===== src/rtl/sdac_pkg.sv =====
package sdac_pkg;
  localparam int FRAME_BITS = 16;
  localparam int CODE_W     = 8;
  localparam int CODE_LSB   = 4;
  localparam int MODE_LSB   = 12;
  localparam int MODE_W     = 2;

  typedef enum logic [MODE_W-1:0] {
    MODE_RUN    = 2'b00,
    MODE_PD_LO  = 2'b01,
    MODE_PD_HI  = 2'b10,
    MODE_HIZ    = 2'b11
  } outMode_t;

  typedef struct packed {
    logic shiftEn;
    logic bitVal;
    logic commit;
  } rxStrobe_t;
endpackage


===== src/rtl/sdac_rx_ctrl.sv =====
module sdac_rx_ctrl
  import sdac_pkg::*;
#(
  parameter int SYNC_STAGES = 2,
  parameter int NUM_BITS    = FRAME_BITS
) (
  input  logic       clk,
  input  logic       rstN,
  input  logic       selNIn,
  input  logic       sclkIn,
  input  logic       dinIn,
  output rxStrobe_t  strb
);
  localparam int CNT_W = $clog2(NUM_BITS);
  localparam logic [CNT_W-1:0] LAST_BIT = CNT_W'(NUM_BITS - 1);

  logic [SYNC_STAGES-1:0] selPipe, sclkPipe, dinPipe;
  logic selNow, sclkNow, dinNow;
  logic selPrev, sclkPrev;
  logic active;
  logic [CNT_W-1:0] bitCnt;
  logic selFall, sclkFall;

  generate
    if (SYNC_STAGES > 1) begin : g_multi
      always_ff @(posedge clk or negedge rstN) begin
        if (!rstN) begin
          selPipe  <= '1;
          sclkPipe <= '1;
          dinPipe  <= '0;
        end else begin
          selPipe  <= {selPipe[SYNC_STAGES-2:0], selNIn};
          sclkPipe <= {sclkPipe[SYNC_STAGES-2:0], sclkIn};
          dinPipe  <= {dinPipe[SYNC_STAGES-2:0], dinIn};
        end
      end
    end else begin : g_single
      always_ff @(posedge clk or negedge rstN) begin
        if (!rstN) begin
          selPipe  <= '1;
          sclkPipe <= '1;
          dinPipe  <= '0;
        end else begin
          selPipe  <= selNIn;
          sclkPipe <= sclkIn;
          dinPipe  <= dinIn;
        end
      end
    end
  endgenerate

  assign selNow  = selPipe[SYNC_STAGES-1];
  assign sclkNow = sclkPipe[SYNC_STAGES-1];
  assign dinNow  = dinPipe[SYNC_STAGES-1];

  always_ff @(posedge clk or negedge rstN) begin
    if (!rstN) begin
      selPrev  <= 1'b1;
      sclkPrev <= 1'b1;
    end else begin
      selPrev  <= selNow;
      sclkPrev <= sclkNow;
    end
  end

  assign selFall  = selPrev & ~selNow;
  assign sclkFall = sclkPrev & ~sclkNow;

  always_comb begin
    strb         = '0;
    strb.bitVal  = dinNow;
    strb.shiftEn = active & ~selNow & ~selFall & sclkFall;
    strb.commit  = strb.shiftEn & (bitCnt == LAST_BIT);
  end

  always_ff @(posedge clk or negedge rstN) begin
    if (!rstN) begin
      active <= 1'b0;
      bitCnt <= '0;
    end else if (selNow) begin
      active <= 1'b0;
      bitCnt <= '0;
    end else if (selFall) begin
      active <= 1'b1;
      bitCnt <= '0;
    end else if (strb.shiftEn) begin
      bitCnt <= bitCnt + 1'b1;
      if (bitCnt == LAST_BIT) active <= 1'b0;
    end
  end

  // a high select closes any open frame on the next edge
  p_abort_on_release_r6: assert property (@(posedge clk) disable iff (!rstN)
    selNow |=> !active);
  // after a commit the frame stays closed
  p_close_after_commit_r7: assert property (@(posedge clk) disable iff (!rstN)
    strb.commit |=> !active);
  // a frame opens with an empty bit count
  p_clean_start_r2: assert property (@(posedge clk) disable iff (!rstN)
    $rose(active) |-> (bitCnt == '0));
endmodule


===== src/rtl/sdac_rx_dpath.sv =====
module sdac_rx_dpath
  import sdac_pkg::*;
(
  input  logic              clk,
  input  logic              rstN,
  input  rxStrobe_t         strb,
  output logic [CODE_W-1:0] codeReg,
  output outMode_t          modeReg,
  output logic              pullStrongEn,
  output logic              pullWeakEn,
  output logic              outHiZ
);
  // Only word bits up to the top of the mode field are kept; bit 0 arrives
  // with the commit strobe itself.
  localparam int KEEP_W = MODE_LSB + MODE_W - 1;

  logic [KEEP_W-1:0] shReg;

  always_ff @(posedge clk or negedge rstN) begin
    if (!rstN) begin
      shReg <= '0;
    end else if (strb.shiftEn) begin
      shReg <= {shReg[KEEP_W-2:0], strb.bitVal};
    end
  end

  always_ff @(posedge clk or negedge rstN) begin
    if (!rstN) begin
      codeReg <= '0;
      modeReg <= MODE_RUN;
    end else if (strb.commit) begin
      codeReg <= shReg[CODE_LSB-1 +: CODE_W];
      modeReg <= outMode_t'(shReg[MODE_LSB-1 +: MODE_W]);
    end
  end

  always_comb begin
    pullStrongEn = 1'b0;
    pullWeakEn   = 1'b0;
    outHiZ       = 1'b0;
    unique case (modeReg)
      MODE_PD_LO: pullStrongEn = 1'b1;
      MODE_PD_HI: pullWeakEn   = 1'b1;
      MODE_HIZ:   outHiZ       = 1'b1;
      default:    ;
    endcase
  end

  // code and mode move only on a commit strobe
  p_hold_without_commit_r6: assert property (@(posedge clk) disable iff (!rstN)
    !strb.commit |=> ($stable(codeReg) && $stable(modeReg)));
  // terminations never overlap
  p_single_term_r5: assert property (@(posedge clk) disable iff (!rstN)
    $onehot0({pullStrongEn, pullWeakEn, outHiZ}));
endmodule


===== src/rtl/sdac_cmd_rx.sv =====
module sdac_cmd_rx
  import sdac_pkg::*;
(
  input  logic       clk,
  input  logic       rstN,
  input  logic       frameSelN,
  input  logic       serClk,
  input  logic       serData,
  output logic [7:0] codeOut,
  output logic [1:0] modeOut,
  output logic       pullStrongEn,
  output logic       pullWeakEn,
  output logic       outHiZ
);
  rxStrobe_t strb;
  outMode_t  modeReg;

  sdac_rx_ctrl #(.SYNC_STAGES(2), .NUM_BITS(FRAME_BITS)) u_ctrl (
    .clk    (clk),
    .rstN   (rstN),
    .selNIn (frameSelN),
    .sclkIn (serClk),
    .dinIn  (serData),
    .strb   (strb)
  );

  sdac_rx_dpath u_dpath (
    .clk          (clk),
    .rstN         (rstN),
    .strb         (strb),
    .codeReg      (codeOut),
    .modeReg      (modeReg),
    .pullStrongEn (pullStrongEn),
    .pullWeakEn   (pullWeakEn),
    .outHiZ       (outHiZ)
  );

  assign modeOut = modeReg;
endmodule


===== config.mk =====
export PLATFORM = sky130hd
export DESIGN_NAME = sdac_cmd_rx
export DESIGN_NICKNAME = d
export VERILOG_FILES = /design/src/rtl/sdac_pkg.sv /design/src/rtl/sdac_rx_ctrl.sv /design/src/rtl/sdac_rx_dpath.sv /design/src/rtl/sdac_cmd_rx.sv
export SDC_FILE = /design/constraint.sdc
export NUM_CORES = 1
export LEC_CHECK = 0
export BUFFER_PORTS_ARGS = -buffer_cell sky130_fd_sc_hd__buf_2
export CORE_MARGIN = 2
export CORE_UTILIZATION = 45
export CTS_BUF_LIST = sky130_fd_sc_hd__clkbuf_4 sky130_fd_sc_hd__clkbuf_8 sky130_fd_sc_hd__clkbuf_16
export CTS_CLUSTER_SIZE = 12
export DETAILED_ROUTE_END_ITERATION = 10
export HOLD_SLACK_MARGIN = 0.1
export MAX_ROUTING_LAYER = met4
export PLACE_DENSITY = 0.62
export SLEW_MARGIN = 30
export SYNTH_ARGS = -nofsm -noshare
export SYNTH_HDL_FRONTEND = slang
export SYNTH_SLANG_ARGS = --single-unit
export TNS_END_PERCENT = 50

===== constraint.sdc =====
create_clock -name clk -period 1.87 [get_ports clk]
set_clock_uncertainty 0.1 [all_clocks]
set_input_delay 0 -clock clk [delete_from_list [all_inputs] [get_ports clk]]
set_output_delay 0 -clock clk [all_outputs]
set_load 0.02 [all_outputs]

-- Word level (Yosys, flattened, before mapping)
Index checks and enable logic that the tools add are counted.
- add/subtract/negate cells: 1
- eq/ne operators: 4
- muxes and demuxes: 10
- bitwise operators: 9
- reduce and logical (&&, ||, !) cells: 3
- operators with widths (operator ; count):
    4-bit 2-to-1 mux ; 3
    1-bit 2-to-1 mux ; 7
    1-bit bitwise AND ; 6
    3-bit nonzero test ; 2
    4-bit by 1-bit adder with 4-bit output, second input constant ; 1
    2-bit == test, second input constant ; 2
    4-bit == test, second input constant ; 1
    1-bit inverter ; 3
    2-bit by 1-bit == test with 1-bit output, second input constant ; 1
    2-bit AND reduction ; 1
- flip-flop bits (word level): 36
- input port bits: 5
- output and inout bits: 13
- logic and storage cells: 37

-- Longest topological paths before layout
Gate-level depths: netlist of run 1.
- depth in word-level cells: 8
- depth in mapped cells: 4
- mapped depth without buffers: 4

-- Cells and area by module
From an unflattened synthesis of run 1, not the netlist that was laid out.
- cell total of the unflattened synthesis: 86
- area total of the unflattened synthesis: 1387.6 µm²
- modules (own cells, without submodules) (module ; instances ; cells each ; area an instance (µm²) ; seq. area each (µm²)):
    sdac_rx_dpath ; 1 ; 51 ; 909.6 ; 575.6
    sdac_rx_ctrl ; 1 ; 35 ; 478.0 ; 332.8

-- Least setup slack after synthesis of run 1
No wires, ideal clock.
- path type: reg-to-reg
- start point: reg u_ctrl.sclkPrev
- end point: reg u_dpath.shReg[10]
- library setup time: 0.125 ns
- data arrival time: 1.392 ns
- required time: 1.645 ns
- setup slack: 0.253 ns
- cell stages (with the launch flop): 5
- buffers on the path: 1
- period minus slack after synthesis: 1.617 ns
- cell sequence: dfstp_2 > nand3b_1 > nor3_4 > buf_6 > mux2_2
- longest elaborated chain between the ends: 2
- RTL lines (what ; line ; text):
    start, declared ; sdac_rx_ctrl.sv:19 ; logic selPrev, sclkPrev;
    start signal, assigned ; sdac_rx_ctrl.sv:62 ; sclkPrev <= sclkNow;
    1-bit bitwise AND ; sdac_rx_ctrl.sv:67 ; assign sclkFall = sclkPrev & ~sclkNow;
    1-bit bitwise AND ; sdac_rx_ctrl.sv:72 ; strb.shiftEn = active & ~selNow & ~selFall & sclkFall;
    end signal, assigned ; sdac_rx_dpath.sv:23 ; shReg <= {shReg[KEEP_W-2:0], strb.bitVal};
    end, declared ; sdac_rx_dpath.sv:17 ; logic [KEEP_W-1:0] shReg;
Every way passes these cells.
A chain may end at the register's enable or synchronous reset.

-- Final worst setup path of run 1
- start point: reg u_ctrl.sclkPrev
- end point: reg u_dpath.shReg[8]
The elaborated chain is that of the path after synthesis.

==> results.yml, run 1 <==
grt:
  grt_pass1_vias: 724
  grt.total_usage: 0.1303
  grt_max_degree: 37
  grt_remaining_overflow: 0
  antenna_found_initial: 0
  grt_pass1_wl_microns: 3180
power_and_ir_drop:
  p_per_area_nw_per_um2: 878.4
  internal_power_mw: 1.190
  peakVddDrop_mv: 0.5376
  p_leak_nw: 0.8871
  switchingPower_mw: 0.2797
  p_comb_frac: 0.035
  p_sw_frac: 0.1903
  power_frac_seq: 0.562
  power_mw: 1.469
  power_frac_clock: 0.404
critical_path:
  endpoint: "u_dpath.shReg[8]"
  worstRegToRegCells: 4
  r2r_setup_slack_ns: 0.22
  cp.arrival_ns: 1.77
  start_kind: "flip-flop"
  crit_type: "flip-flop to flip-flop"
  critPathCaptureType: "flip-flop"
  crit_fanout: 13
  startpoint: "u_ctrl.sclkPrev"
  r2r_start: "u_ctrl.sclkPrev"
  required_ns: 1.99
  r2r-end: "u_dpath.shReg[8]"
timing:
  setup_ws_ns: 0.2230
  rsz0062_at_grt: "no"
  hold_viol: 0
  relSlewSlack: 0.4864
  min_period_ns: 1.647
  max_freq_mhz: 607.2
  finalSetupViolCount: 0
  worstMarginPinSlew_ns: 0.7703
  drv_slew: 0
  fin_setup_tns_ns: 0
  min_period_over_period: 0.8808
run:
  cap_violations: 0
cells_and_area:
  final_nets: 118
  n_fill_cell: 266
  syn2layout_area_growth_pct: 20.02
  mostFrequentLayoutCells: "dfrtp_1, buf_2, mux2_2"
  fin_cells: 146
  num_antenna_cells: 0
  mostFrequentLayoutCell: "dfrtp_1"
  drive_gt1_frac: 0.4956
routing:
  wl_microns: 1968
  wire_per_inst_microns: 13.48
  viasPerCell: 5.055
  drt_iter0_drc: 12
  drc_errors: 0
  drtAntennaViolNets: 0
  drt_first_pass_iters: 2
  via_count: 738
synth:
  synth_area_leader_cell: "dfrtp_1"
  synth_seq_cells: 36
  yosysUniqueCellTypes: 23
  synth-seq-area-share: 0.6517
  yosysWarnings: 0
  post-synth-top-area-fraction: 0.5386
  postSynthCellCount: 84
  ys_top_cells_by_area: "dfrtp_1, dfstp_2, mux2_2"
  syn_nets: 90
  syn_avg_cell_area_sq_um: 16.59
  netlist_area_sq_um: 1394
place:
  dp_slack_ns: 0.2379
  place_congestion: 0.6870
  placedCellCount: 134
  post-dp-hpwl_microns: 1256
  portBuffers: 17
clock_tree:
  clk_pin_slew_ns: 0.10
  root_buffer: "clkbuf_4"
  clockBufferDepth: 2
  cts_setup_buffers: 0
  h-tree-depth: 2
  clock-sinks: 36
  numCtsBuffers: 5
  clock_latency_ns: 0.32
  cts_tree: "yes"
floorplanning:
  die_x_microns: 59.66
  fp.dieH_microns: 59.66
  dieArea_sq_um: 3559
  coreArea_sq_um: 3003
  ios: 18
  initial_core_util: 0.4642
  rows: 20
status:
  outcome: "finished clean"
min_path:
  holdCritPathClass: "input port to async pin"
-- cell type report --
cell class,instances,area (sq um),area share
Sequential cell,36,908.4,0.5430
Multi-Input combinational cell,45,459.2,0.2745
Timing Repair Buffer,23,165.2,0.09873
Clock buffer,7,65.06,0.03889
Tap cell,33,41.29,0.02468
Clock inverter,1,30.03,0.01795
Inverter,1,3.754,0.002244
-- kinds of logic (layout without fill, tap and decap cells) --
family                     after synthesis  count (layout)  synth area share
AOI/OAI and AO/OA                        1               1          0.006285
xor gates and xnor gates                 2               2           0.01257
adders and majority gates                1               1          0.008975
buffers and inverters                    3              32           0.01885
DFF                                     36              36            0.6517
muxes                                   25              25            0.2244
and+or+nand+nor                         16              16           0.07720
-- critical path, stage by stage, from the launching register on --
cell,delay [ns]
dfstp_2,0.56
nand3b_1,0.18
nor3_4,0.20
buf_12,0.16
mux2_2,0.33
-- synth_stat cells (all sizes together) --
cell,n
nand4b,1
xor2,2
nand2,1
inv,1
nor3,4
nand3,1
nor2,1
mux2,23
nor2b,3
buf,2
or3,1
dfstp,6
and2,1
and4b,1
mux2i,2
ha,1
nand3b,1
nand4,1
a22o,1
dfrtp,30
-- power groups by stage --
stage / sequential [mW] / combinational (mW) / clock, mW
CTS: 0.826 / 0.0529 / 0.623
detailed placement: 0.841 / 0.0461 / 0
floorplan: 0.836 / 0.0240 / 0
global route: 0.830 / 0.0570 / 0.652
finish: 0.826 / 0.0509 / 0.593
global placement: 0.840 / 0.0449 / 0
-- worst min path at each step --
stage / cells after the start / from / end
after floorplan: 0 / rstN / u_ctrl.active
after global placement: 1 / serClk / u_ctrl.sclkPipe[0]
after detailed placement: 1 / serClk / u_ctrl.sclkPipe[0]
after CTS: 2 / serClk / u_ctrl.sclkPipe[0]
after global routing: 2 / serData / u_ctrl.dinPipe[0]
final: 2 / rstN / u_ctrl.bitCnt[1]
-- registers in the layout, indices dropped and copies added (netlist names), 2 cells and up --
name,flops
u_ctrl.bitCnt,4
u_ctrl.dinPipe,2
u_ctrl.sclkPipe,2
u_ctrl.selPipe,2
u_dpath.codeReg,8
u_dpath.modeReg,2
u_dpath.shReg,13
-- metal layers --
metal,vias to the layer above,wire [microns],track usage
li1,356,-,-
met1,361,965,0.1547
met2,17,880,0.1817
met3,4,100,0.06494
met4,0,22,0.06667
met5,-,0,-
-- through the flow --
stage	utilization	hold WS, ns	area [sq um]
2_1_floorplan	-	-0.3956	1394
5_1_grt	0.5571	0.1761	1673
4_1_cts	0.5571	0.1841	1673
6_report	0.5571	0.1789	1673
3_3_place_gp	0.5121	0.006085	1538
3_5_place_dp	0.5121	0.007327	1538
-- timing repair --
item,in CTS,in global routing
hold buffers,4,0
gates resized for setup,0,0
setup endpoints to repair,0,0
endpoints found under the hold margin,39,0
No activity file was read; power rests on OpenSTA's default activity.
==> run 2, diff against run 1 <==
- clock period: 1.87 -> 2 ns (I/O delays scaled with it)
==> run 2 against run 1 <==
Worst setup slack better by 0.085 ns. Register-to-register slack better by 0.08 ns. Sequential power shrank 6.5%. Clock power is 16% lower. Final cell count unchanged. Wire length is 1.5% lower. Core utilization decreased by 1.3 points. Die area unchanged. Non-clock buffer count stayed put. Clock-buffer cell count fell by 2. Largest cell class unchanged.
==> results.yml, run 2 (synthesis results as in run 1) <==
run:
  cap_violations: 0
clock_tree:
  clock-sinks: 36
  cts_tree: "yes"
  clock_latency_ns: 0.34
  clockBufferDepth: 2
  clk_pin_slew_ns: 0.11
  root_buffer: "clkbuf_4"
  h-tree-depth: 2
  cts_setup_buffers: 0
  numCtsBuffers: 5
cells_and_area:
  drive_gt1_frac: 0.4956
  syn2layout_area_growth_pct: 17.15
  mostFrequentLayoutCell: "dfrtp_1"
  regMostFlops: "u_dpath.shReg"
  num_antenna_cells: 0
  mostFrequentLayoutCells: "dfrtp_1, buf_2, mux2_2"
  stdcell_area_sq_um: 1633
  final_nets: 118
  top_regs: "u_dpath.shReg x13, u_dpath.codeReg x8, u_ctrl.bitCnt x4"
  n_fill_cell: 252
  fin_cells: 146
  largest_reg_flops: 13
floorplanning:
  dieArea_sq_um: 3559
  rows: 20
  fp.dieH_microns: 59.66
  initial_core_util: 0.4642
  die_x_microns: 59.66
  coreArea_sq_um: 3003
  ios: 18
critical_path:
  r2r_setup_slack_ns: 0.31
  r2r_start: "u_ctrl.sclkPrev"
  cp.arrival_ns: 1.82
  r2r-end: "u_dpath.shReg[12]"
  required_ns: 2.13
  cpPeakStageDelay_ns: 0.55
  cp.buffers_inverters: 1
  worstRegToRegCells: 4
  crit_fanout: 13
  critPathCaptureType: "flip-flop"
  crit_type: "flip-flop to flip-flop"
  cp_cell_sequence: "nand3b_1 -> nor3_4 -> buf_4 -> mux2_2"
  start_kind: "flip-flop"
  path_delay_family: "flip-flops"
  slowest_stage: "dfstp_2"
routing:
  wl_microns: 1939
  drc_errors: 0
  drt_iter0_drc: 14
  viasPerCell: 5.027
  wire_per_inst_microns: 13.28
  drtAntennaViolNets: 0
  via_count: 734
  drt_first_pass_iters: 4
grt:
  grt_max_degree: 37
  antenna_found_initial: 0
  grt_remaining_overflow: 0
  grt_pass1_wl_microns: 3312
  grt.total_usage: 0.1364
  grt_pass1_vias: 751
timing:
  min_period_over_period: 0.8460
  min_period_ns: 1.692
  rsz0062_at_grt: "no"
  max_freq_mhz: 591.0
  fin_setup_tns_ns: 0
  worstMarginPinSlew_ns: 0.7615
  relSlewSlack: 0.4923
  finalSetupViolCount: 0
  drv_slew: 0
  hold_viol: 0
power_and_ir_drop:
  peakVddDrop_mv: 0.4747
  p_leak_nw: 0.8675
  power_mw: 1.319
  p_per_area_nw_per_um2: 807.8
place:
  placed_cell_area_sq_um: 1513
  placedCellCount: 134
  portBuffers: 17
  post-dp-hpwl_microns: 1240
  place_congestion: 0.7535
status:
  outcome: "finished clean"
min_path:
  holdCritPathClass: "input port to async pin"
==> run 2: stage by stage <==
| stage | util | hold slack, ns | setup slack [ns] |
|---|---|---|---|
| 2_1_floorplan | - | -0.3956 | 0.3828 |
| 6_report | 0.5438 | 0.1644 | 0.3080 |
| 3_3_place_gp | 0.5038 | 0.005725 | 0.3576 |
| 4_1_cts | 0.5438 | 0.1787 | 0.2963 |
| 3_5_place_dp | 0.5038 | 0.006161 | 0.3204 |
| 5_1_grt | 0.5438 | 0.1562 | 0.1724 |
==> run 2: cell type report <==
class	count	area [sq um]	share of cell area
multi-input combinational	45	459.2	0.2812
clock inverter	3	42.54	0.02605
timing repair buffer	23	140.1	0.08582
tap	33	41.29	0.02529
inverter	1	3.754	0.002299
clock buffer	5	37.54	0.02299
sequential	36	908.4	0.5563
==> run 2: how the worst max path moves through the flow <==
stage	startpoint	endpoint	cells after the start
detailed placement	u_ctrl.sclkPrev	u_dpath.shReg[0]	4
global placement	u_ctrl.sclkPrev	u_dpath.shReg[3]	4
global route	u_ctrl.sclkPrev	u_dpath.shReg[4]	4
finish	u_ctrl.sclkPrev	u_dpath.shReg[12]	4
floorplan	u_ctrl.sclkPrev	u_dpath.shReg[10]	4
CTS	u_ctrl.sclkPrev	u_dpath.shReg[4]	4
==> run 2: where the power goes <==
| part | internal [mW] | switching, mW |
|---|---|---|
| sequential | 0.756 | 0.0164 |
| clock | 0.260 | 0.240 |
| combinational | 0.0238 | 0.0228 |
==> run 2: routing by layer <==
layer	GRT usage	part of all wire	wire length [microns]	vias to the layer above
met1	0.1590	0.47	921	359
met4	0.06667	0.020	38	0
met3	0.06494	0.054	105	5
li1	-	-	-	352
met2	0.1972	0.45	873	18
met5	-	0	0	-
==> run 2: worst register-to-register path, delay by kind of cell, from the launching register on <==
kind	cells	cell delay (ns)
multiplexers	1	0.36
AND/OR/NAND/NOR	2	0.35
buffers and inverters	1	0.23
flip-flops	1	0.55
==> run 2: timing repair <==
item,4_1_cts,5_1_grt
hold buffers,4,0
endpoints found under the hold margin,39,0
resized for setup,0,0
